`src/rtl/ring_bist_pkg.sv`:
```
package ring_bist_pkg;

    typedef enum logic [1:0] {
        RB_RUN   = 2'b00,
        RB_MIX   = 2'b01,
        RB_ZERO  = 2'b10,
        RB_SHIFT = 2'b11
    } rb_mode_e;

    typedef struct packed {
        logic take_func;
        logic take_ser;
        logic zero;
        logic close_ring;
    } rb_sel_t;

endpackage

```
`src/rtl/ring_bist_dec.sv`:
```
module ring_bist_dec
    import ring_bist_pkg::*;
#(
    parameter bit SIMPLE_CTRL = 1'b0
) (
    input  logic [1:0] mode_i,
    output rb_sel_t    sel_o
);

    generate
        if (SIMPLE_CTRL) begin : g_simple
            always_comb begin
                sel_o            = '0;
                sel_o.take_func  = 1'b1;
                sel_o.take_ser   = mode_i[0];
                sel_o.close_ring = mode_i[0];
            end
        end else begin : g_full
            rb_mode_e md;
            assign md = rb_mode_e'(mode_i);
            always_comb begin
                sel_o = '0;
                case (md)
                    RB_RUN: begin
                        sel_o.take_func = 1'b1;
                    end
                    RB_MIX: begin
                        sel_o.take_func  = 1'b1;
                        sel_o.take_ser   = 1'b1;
                        sel_o.close_ring = 1'b1;
                    end
                    RB_ZERO: begin
                        sel_o.zero = 1'b1;
                    end
                    RB_SHIFT: begin
                        sel_o.take_ser = 1'b1;
                    end
                    default: sel_o = '0;
                endcase
            end
        end
    endgenerate

endmodule

```
`src/rtl/ring_bist_cell.sv`:
```
module ring_bist_cell (
    input  logic clk,
    input  logic rst_n,
    input  logic take_func_i,
    input  logic take_ser_i,
    input  logic zero_i,
    input  logic func_i,
    input  logic ser_i,
    output logic q_o
);

    logic q_d;
    logic q_q;

    always_comb begin
        q_d = 1'b0;
        if (!zero_i) begin
            q_d = (take_func_i & func_i) ^ (take_ser_i & ser_i);
        end
    end

    always_ff @(posedge clk or negedge rst_n) begin
        if (!rst_n) begin
            q_q <= 1'b0;
        end else begin
            q_q <= q_d;
        end
    end

    assign q_o = q_q;

endmodule

```
`src/rtl/ring_bist_cmp.sv`:
```
module ring_bist_cmp #(
    parameter int WIDTH = 8
) (
    input  logic [WIDTH-1:0] state_i,
    input  logic [WIDTH-1:0] exp_i,
    output logic             match_o
);

    logic [WIDTH-1:0] diff;

    always_comb begin
        diff    = state_i ^ exp_i;
        match_o = ~|diff;
    end

endmodule

```
`src/rtl/ring_bist_reg.sv`:
```
module ring_bist_reg
    import ring_bist_pkg::*;
#(
    parameter int WIDTH       = 8,
    parameter bit SIMPLE_CTRL = 1'b0
) (
    input  logic             clk,
    input  logic             rst_n,
    input  logic [1:0]       mode,
    input  logic [WIDTH-1:0] func_in,
    input  logic             scan_in,
    input  logic [WIDTH-1:0] exp_sig,
    output logic [WIDTH-1:0] state_q,
    output logic             scan_out,
    output logic             sig_ok
);

    localparam int LAST = WIDTH - 1;

    typedef struct packed {
        logic [WIDTH-1:0] ser;
    } feed_t;

    rb_sel_t          sel;
    feed_t            feed_d;
    logic [WIDTH-1:0] cell_q;

    ring_bist_dec #(.SIMPLE_CTRL(SIMPLE_CTRL)) u_dec (
        .mode_i (mode),
        .sel_o  (sel)
    );

    always_comb begin
        feed_d.ser    = {cell_q[LAST-1:0], 1'b0};
        feed_d.ser[0] = sel.close_ring ? cell_q[LAST] : scan_in;
    end

    generate
        for (genvar j = 0; j < WIDTH; j++) begin : g_cell
            ring_bist_cell u_cell (
                .clk         (clk),
                .rst_n       (rst_n),
                .take_func_i (sel.take_func),
                .take_ser_i  (sel.take_ser),
                .zero_i      (sel.zero),
                .func_i      (func_in[j]),
                .ser_i       (feed_d.ser[j]),
                .q_o         (cell_q[j])
            );
        end
    endgenerate

    ring_bist_cmp #(.WIDTH(WIDTH)) u_cmp (
        .state_i (cell_q),
        .exp_i   (exp_sig),
        .match_o (sig_ok)
    );

    assign state_q  = cell_q;
    assign scan_out = cell_q[LAST];

endmodule

```
`config.mk`:
```
export PLATFORM = sky130hd
export DESIGN_NAME = ring_bist_reg
export DESIGN_NICKNAME = d
export VERILOG_FILES = /design/src/rtl/ring_bist_pkg.sv /design/src/rtl/ring_bist_dec.sv /design/src/rtl/ring_bist_cell.sv /design/src/rtl/ring_bist_cmp.sv /design/src/rtl/ring_bist_reg.sv
export SDC_FILE = /design/constraint.sdc
export NUM_CORES = 1
export LEC_CHECK = 0
export BUFFER_PORTS_ARGS = -buffer_cell sky130_fd_sc_hd__buf_2
export CAP_MARGIN = 20
export CORE_MARGIN = 1.5
export CORE_UTILIZATION = 40
export CTS_BUF_LIST = sky130_fd_sc_hd__clkbuf_4 sky130_fd_sc_hd__clkbuf_8
export CTS_CLUSTER_SIZE = 28
export DETAILED_ROUTE_END_ITERATION = 16
export PLACE_DENSITY = 0.75
export SETUP_SLACK_MARGIN = 0.02
export SLEW_MARGIN = 10
export SYNTH_ARGS = -nofsm -noshare
export SYNTH_HDL_FRONTEND = slang
export SYNTH_SLANG_ARGS = --single-unit
```
`constraint.sdc`:
```
create_clock -name clk -period 2.4 [get_ports clk]
set_input_delay 0.12 -clock clk [delete_from_list [all_inputs] [get_ports clk]]
set_output_delay 0.12 -clock clk [all_outputs]
set_load 0.005 [all_outputs]
```
==> impl_metrics.tcl, run 1 <==
set metrics [dict create \
    routed_wl_mm 1.01 \
    cts_root_buf "clkbuf_4" \
    hold_buffers 1 \
    crit_arrival_ns 1.15 \
    dr.first_iter.drc_count 7 \
    clkSlewWorstSetupHoldPaths_ns 0.06 \
    ant_nets 0 \
    setup_viol 0 \
    finalMaxSlewViolations 0 \
    cp_cell_sequence "xnor2_1 -> nand4_1 -> nor2_1 -> buf_2" \
    syn_inst 55 \
    antennaDiodeCount 0 \
    numCtsBuffers 3 \
    cts_htree_levels 1 \
    vias 427 \
    nFillCells 118 \
    relSlewSlack 0.876 \
    cts_resized 0 \
    avgSynthCellArea_um2 9.53 \
    max_stage_delay_ns 0.40 \
    antenna_found_initial 0 \
    finalHoldViolCount 0 \
    status "complete, no violations" \
    tightest_slew_ns 0.185 \
    crit_slowest_cell "dfrtp_1" \
    setup_tns_ns 0 \
    rr_worst_depth 2 \
    final_cell_mix "buf_2, xnor2_1, nand2_1, dfrtp_1, nor2b_1" \
    fin_crit_sh 0.530 \
    worstReg2RegEnd "g_cell[0].u_cell.q_o" \
    cp-end-kind "output pin" \
    via_per_inst 4.59 \
    die_h_um 39.2 \
    cts_tree "built" \
    grt_max_degree 11 \
    grt_pass1_wl_mm 1.58 \
    post_cts_buffers 0 \
    leakage_uw 0.000319 \
    grt_setup_unrepaired "false" \
    first_global_vias 399 \
    rows 12 \
    port_buffers 30 \
    grt-ovfl-total 0 \
    drive_above_1_share 0.430 \
    cp-start-kind "register" \
    fin_skew_ns 0.00601 \
    pwr_density_cell_nw_per_um2 568 \
    hpwl_um 857 \
    core_region_area_um2 1160 \
    firstDrtPassIters 3 \
    clock_path_buffers 2 \
    grt_usage 0.169 \
    final_util 0.564 \
    wire_per_inst_um 10.8 \
    hold-worst-slack_ns 0.175 \
    r2r_setup_slack_ns 1.43 \
    netlist_area_um2 524 \
    setup.worst_path.start "g_cell[1].u_cell.q_o" \
    largest_reg_flops 8 \
    endpoint "sig_ok" \
    crit_fanout 3 \
    cp.required_ns 2.28 \
    max_cap_violations 0 \
    synth.distinct_cells 13 \
    dieArea_um2 1540 \
    ys_seq_elements 8 \
    clock_sinks 8 \
    critical_path_class "reg -> out" \
    yosysSeqAreaShare 0.382 \
    min_path_type "in -> reg" \
    drcViolationCount 0 \
    die_x_um 39.2 \
    place.gp.congestion 0.691 \
    ios 31 \
    nNetsFinal 102 \
    area_growth_pct 24.3 \
    mostFrequentLayoutCell "buf_2" \
    peakVddDrop_v 0.000303 \
    synthesis.nets 76 \
    clock_latency_ns 0.25 \
    period_minus_slack_ns 1.27 \
    start_util 0.453 \
    max_freq_mhz 786 \
    yosys_warnings 0 \
    rr_startpoint "g_cell[7].u_cell.q_o" \
]
-- synth_stat cells --
cell,instances,area share
a32o_1,1,0.019
nand4_1,2,0.024
nor2_2,1,0.012
nand2_1,8,0.057
nor2b_1,6,0.072
xnor2_1,15,0.25
a22o_1,1,0.017
inv_1,1,0.0072
buf_4,9,0.13
buf_2,1,0.0095
dfrtp_1,8,0.38
nor2_1,1,0.0072
and2b_1,1,0.014
-- per-stage QoR --
stage | std cells | instance area, um^2 | power [uW] | setup slack, ns
floorplan | 55 | 524 | 248 | 1.48
global placement | 89 | 619 | 268 | 1.39
detailed placement | 89 | 619 | 271 | 1.40
CTS | 93 | 652 | 375 | 1.11
global route | 93 | 652 | 399 | 0.998
finish | 93 | 652 | 370 | 1.13
-- report_power, final --
part | leakage, uW | internal, uW | switching [uW]
Clock | 0.0000138 | 57.2 | 45.1
Combinational | 0.000205 | 58.4 | 39.8
Sequential | 0.0000999 | 152 | 17.6
-- layout make-up --
cell class,count,area [um^2],share of cell area
well taps,14,17.5,0.0269
inverters,1,3.75,0.00576
multi-input cells,36,248,0.380
clock buffers,3,22.5,0.0345
repair buffers,31,160,0.246
flip-flops and latches,8,200,0.307
-- kinds of logic after synthesis --
family | count (synthesis) | share of synthesized area
flops | 8 | 0.382
compound gates | 2 | 0.0358
buf+inv | 11 | 0.146
xor+xnor | 15 | 0.251
simple gates | 19 | 0.186
-- worst max-delay path: cells and delay by family (launching register included) --
family                 cells  cell delay, ns
XOR/XNOR                   1            0.19
buffers and inverters      1            0.11
flip-flops                 1            0.40
AND/OR/NAND/NOR            2            0.20
-- how the worst min path moves through the flow --
stage,from,endpoint,slack (ns),cells past startpoint
after floorplan,rst_n,g_cell[0].u_cell.q_o,-0.18,0
after global placement,rst_n,g_cell[7].u_cell.q_o,-0.03,1
after detailed placement,rst_n,g_cell[7].u_cell.q_o,-0.03,1
after CTS,func_in[7],g_cell[7].u_cell.q_o,0.18,3
after global routing,func_in[7],g_cell[7].u_cell.q_o,0.18,3
final,func_in[0],g_cell[0].u_cell.q_o,0.18,2
-- layer usage --
layer	vias up	wire length, um	part of all wire	global-route usage
li1	216	-	-	-
met1	191	430	0.43	0.193
met2	20	495	0.49	0.258
met3	0	83	0.082	0.0694
met4	0	0	0	0.103
met5	-	0	0	0
Power figures use the tool's default switching activity.
==> run 2, diff against run 1 <==
==> constraint.sdc (replaced) <==
create_clock -name clk -period 1.24 [get_ports clk]
set_input_delay 0.062 -clock clk [delete_from_list [all_inputs] [get_ports clk]]
set_output_delay 0.062 -clock clk [all_outputs]
set_load 0.005 [all_outputs]
==> run 2 against run 1 <==
Against the previous run: flip-flop and latch count did not move; cell count grew 1.1%; via count is 5.6% higher; hold slack worse by 0.037 ns; die area did not move; clock power increased by 86%; count of clock-buffer cells in the layout unchanged; power is 96% higher; critical endpoint unchanged; largest power group unchanged; highest routed layer is now met4.
==> impl_metrics.tcl, run 2 (synthesized netlist as in run 1, its figures left out) <==
set metrics [dict create \
    clock_sinks 8 \
    cts_tree "built" \
    rows 12 \
    fin_skew_ns 0.00664 \
    crit_fanout 3 \
    cts_htree_levels 1 \
    max_stage_delay_ns 0.40 \
    grt_setup_unrepaired "true" \
    cp-start-kind "register" \
    dr.first_iter.drc_count 5 \
    antennaDiodeCount 0 \
    drive_above_1_share 0.450 \
    drcViolationCount 0 \
    tightest_slew_ns 0.192 \
    nNetsFinal 103 \
    nFillCells 108 \
    max_cap_violations 0 \
    min_path_type "in -> reg" \
    grt_pass1_wl_mm 1.68 \
    die_h_um 39.2 \
    cts_root_buf "clkbuf_4" \
    fin_crit_sh 0.970 \
    hold-worst-slack_ns 0.138 \
    cp.required_ns 1.18 \
    finalHoldViolCount 0 \
    clock_latency_ns 0.25 \
    wl_met1_um 474 \
    final_util 0.577 \
    mostFrequentLayoutCell "buf_2" \
    start_util 0.453 \
    die_x_um 39.2 \
    final_cell_mix "buf_2, xnor2_1, nand2_1, dfrtp_1, nor2b_1" \
    rr_worst_depth 3 \
    wl_met2_um 517 \
    antenna_found_initial 0 \
    rr_startpoint "g_cell[7].u_cell.q_o" \
    grt-ovfl-total 0 \
    numCtsBuffers 3 \
    r2r_setup_slack_ns 0.17 \
    hpwl_um 890 \
    status "complete, no violations" \
    min-delay-start "func_in[7]" \
    firstDrtPassIters 4 \
    wire_per_inst_um 11.6 \
    relSlewSlack 0.872 \
    routed_wl_mm 1.09 \
    grt_usage 0.176 \
    vias 451 \
    core_region_area_um2 1160 \
    crit_slowest_cell "dfrtp_1" \
    period_minus_slack_ns 1.20 \
    power.total_uw 724 \
    peakVddDrop_v 0.000733 \
    pwr_density_cell_nw_per_um2 1090 \
    critical_path_class "reg -> out" \
    clkSlewWorstSetupHoldPaths_ns 0.05 \
    finalMaxSlewViolations 0 \
    setup_viol 0 \
    max_freq_mhz 831 \
    top_layer_used "met4" \
    wl_met3_um 95 \
    cp_cell_sequence "xnor2_1 -> nand4_1 -> nor2_1 -> buf_2" \
    clock_path_buffers 2 \
    first_global_vias 412 \
    worstReg2RegEnd "g_cell[0].u_cell.q_o" \
    area_growth_pct 27.2 \
    grt_max_degree 11 \
    min_path_cells 3 \
    whs_endpoint "g_cell[7].u_cell.q_o" \
    leakage_uw 0.000329 \
    crit_arrival_ns 1.14 \
    largest_reg_flops 8 \
    ios 31 \
    port_buffers 30 \
    cp-end-kind "output pin" \
    dieArea_um2 1540 \
    place.gp.congestion 0.782 \
    via_per_inst 4.80 \
    ant_nets 0 \
]
[run 2: changes by cell type in the layout (fill, tap and decap cells not counted), sizes merged]
cell	change
buf	+1
[run 2: through the flow]
stage	area [um^2]	instances	worst slack, ns	setup TNS [ns]
after floorplan	524	55	0.322	0
after global placement	619	89	0.298	0
after detailed placement	619	89	0.271	0
after CTS	659	94	0.0201	0
after global routing	667	94	-0.0697	-0.0697
final	667	94	0.0370	0
[run 2: worst max-delay path by stage]
stage / depth (start not counted) / slack [ns] / from / end
6_report: 4 / 0.04 / g_cell[0].u_cell.q_o / sig_ok
2_1_floorplan: 2 / 0.32 / g_cell[7].u_cell.q_o / g_cell[0].u_cell.q_o
5_1_grt: 4 / -0.07 / g_cell[1].u_cell.q_o / sig_ok
3_3_place_gp: 2 / 0.30 / g_cell[7].u_cell.q_o / g_cell[0].u_cell.q_o
4_1_cts: 4 / 0.02 / g_cell[0].u_cell.q_o / sig_ok
3_5_place_dp: 4 / 0.27 / g_cell[1].u_cell.q_o / sig_ok
[run 2: worst max-delay path: cells and delay by family (launching register included)]
| kind | cells | cell delay (ns) |
|---|---|---|
| AND/OR/NAND/NOR | 2 | 0.22 |
| flip-flops | 1 | 0.40 |
| buffers and inverters | 1 | 0.11 |
| XOR/XNOR | 1 | 0.17 |
[run 2: cell type report]
class                      instances  area [um^2]  area share
inverter                           1         3.75     0.00563
tap                               14         17.5      0.0263
multi-input combinational         36          255       0.383
clock buffer                       3         22.5      0.0338
sequential                         8          200       0.300
timing repair buffer              32          168       0.251
[run 2: repair_timing]
action                     4_1_cts  5_1_grt
hold endpoints to repair         8        0
setup endpoints to repair        1        1
pin swaps                        1        3
hold buffers                     1        0
setup buffers                    1        0
resized for setup                0        1
[run 2: power by group]
| part | internal (uW) | switching, uW |
|---|---|---|
| Sequential | 295 | 31.2 |
| Combinational | 122 | 86.1 |
| Clock | 110 | 79.9 |
| Total | 527 | 197 |
[run 2: per-layer routing]
metal  track usage  vias up
met5             0        -
li1              -      215
met4        0.0776        0
met2         0.292       26
met3        0.0520        2
met1         0.207      208
==> run 3, diff against run 2 <==
--- a/config.mk
+++ b/config.mk
@@ -7,14 +7,14 @@
 export LEC_CHECK = 0
 export BUFFER_PORTS_ARGS = -buffer_cell sky130_fd_sc_hd__buf_2
 export CAP_MARGIN = 20
-export CORE_MARGIN = 1.5
-export CORE_UTILIZATION = 40
+export CORE_AREA = 2 2 39 41
 export CTS_BUF_LIST = sky130_fd_sc_hd__clkbuf_4 sky130_fd_sc_hd__clkbuf_8
 export CTS_CLUSTER_SIZE = 28
 export DETAILED_ROUTE_END_ITERATION = 16
-export PLACE_DENSITY = 0.75
+export DIE_AREA = 0 0 41 43
+export PLACE_DENSITY = 0.74
 export SETUP_SLACK_MARGIN = 0.02
-export SLEW_MARGIN = 10
+export SLEW_MARGIN = 0
 export SYNTH_ARGS = -nofsm -noshare
 export SYNTH_HDL_FRONTEND = slang
 export SYNTH_SLANG_ARGS = --single-unit
==> run 3 against run 2 <==
Against the previous run: clock power increased by 3%; wire length shrank 6.2%; first-iteration DRC count increased by 20%; flip-flop and latch count did not move; critical path depth is the same; combinational power is 6% higher; register-to-register slack about the same; clock skew decreased by 0.00062 ns; hold slack worse by 0.038 ns; core utilization is 8.2 points lower; via count decreased by 1.6%; die area rose by 15%; largest power group unchanged.
==> impl_metrics.tcl, run 3 (synthesized netlist as in run 1, its figures left out) <==
set metrics [dict create \
    status "complete, no violations" \
    r2r_setup_slack_ns 0.18 \
    relSlewSlack 0.878 \
    via_per_inst 4.53 \
    grt_setup_unrepaired "true" \
    grt_max_degree 11 \
    vias 444 \
    antennaDiodeCount 0 \
    firstDrtPassIters 4 \
    cp-start-kind "register" \
    die_x_um 41 \
    place_area_um2 622 \
    nNetsFinal 105 \
    cp-end-kind "output pin" \
    grt_usage 0.143 \
    core_region_area_um2 1380 \
    max_cap_violations 0 \
    tightest_slew_ns 0.183 \
    numCtsBuffers 3 \
    final_util 0.495 \
    cts_root_buf "clkbuf_4" \
    cp.required_ns 1.18 \
    clock_sinks 8 \
    min_path_type "in -> reg" \
    grt_pass1_wl_mm 1.64 \
    fin_skew_ns 0.00602 \
    die_h_um 43 \
    max_freq_mhz 835 \
    cts_tree "built" \
    routed_wl_mm 1.03 \
    dr.first_iter.drc_count 6 \
    fin_crit_sh 0.966 \
    clkSlewWorstSetupHoldPaths_ns 0.06 \
    area_growth_pct 30.5 \
    mostFrequentLayoutCell "buf_2" \
    finalMaxSlewViolations 0 \
    ant_nets 0 \
    ios 31 \
    largest_reg_flops 8 \
    drcViolationCount 0 \
    rows 14 \
    finalHoldViolCount 0 \
    start_util 0.379 \
    clock_path_buffers 2 \
    leakage_uw 0.000339 \
    final_cell_mix "buf_2, xnor2_1, nand2_1, dfrtp_1, nor2b_1" \
    place.gp.congestion 0.686 \
    hpwl_um 808 \
    antenna_found_initial 0 \
    setup_viol 0 \
    crit_arrival_ns 1.14 \
    cts_htree_levels 1 \
    crit_fanout 3 \
    nFillCells 135 \
    dieArea_um2 1760 \
    clock_latency_ns 0.25 \
    period_minus_slack_ns 1.20 \
    wire_per_inst_um 10.5 \
    first_global_vias 452 \
    port_buffers 30 \
    grt-ovfl-total 0 \
    drive_above_1_share 0.463 \
    critical_path_class "reg -> out" \
    fin_area_um2 684 \
    pwr_density_cell_nw_per_um2 1080 \
    peakVddDrop_v 0.000379 \
]
## run 3: changes by cell type in the layout (fill, tap and decap cells not counted), sizes merged
cell | before | now
buf | 31 | 33
## run 3: where the power goes
part,internal (uW),switching [uW],total [uW]
sequential,294,27.7,322
clock,111,85.1,196
combinational,132,87.4,220
## run 3: worst paths after layout
kind / end / from / cells after the start
setup / recovery: sig_ok / g_cell[6].u_cell.q_o / 4
hold / removal: g_cell[0].u_cell.q_o / func_in[0] / 2
setup reg to reg: g_cell[0].u_cell.q_o / g_cell[7].u_cell.q_o / 3
hold reg to reg: g_cell[7].u_cell.q_o / g_cell[6].u_cell.q_o / 2
max in group asynchronous: g_cell[1].u_cell.q_o / rst_n / 2
min in group asynchronous: g_cell[6].u_cell.q_o / rst_n / 2
## run 3: layer usage
metal	track usage	vias up	wire length (um)
li1	-	222	-
met4	0.120	0	14
met2	0.219	22	525
met1	0.155	198	408
met3	0.0314	2	77
met5	0	-	0
## run 3: repair_timing
| action | 4_1_cts | 5_1_grt |
|---|---|---|
| endpoints found under the hold margin | 8 | 0 |
| buffers inserted | 1 | 2 |
| hold buffers | 1 | 0 |
| setup endpoints to repair | 1 | 1 |
| pin swaps | 1 | 5 |
| resized for setup | 0 | 1 |
## run 3: through the flow
step / cells / worst slack [ns] / power (uW) / setup TNS, ns / hold slack, ns
floorplan: 55 / 0.322 / 480 / 0 / -0.234
global placement: 91 / 0.290 / 518 / 0 / -0.0879
detailed placement: 91 / 0.269 / 523 / 0 / -0.0844
CTS: 96 / 0.0275 / 734 / 0 / 0.0939
global route: 98 / -0.0814 / 800 / -0.0814 / 0.0921
finish: 98 / 0.0425 / 737 / 0 / 0.0998
## run 3: layout make-up
class,count,area (um^2),share of cell area
Clock buffer,3,22.5,0.0329
Multi-Input combinational cell,36,255,0.373
Timing Repair Buffer,34,183,0.267
Sequential cell,8,200,0.293
Tap cell,16,20.0,0.0293
Inverter,1,3.75,0.00548
## run 3: critical path, stage by stage, from the launching register on
cell,delay (ns)
dfrtp_1,0.40
xnor2_1,0.17
nand4_1,0.12
nor2_1,0.09
buf_2,0.11
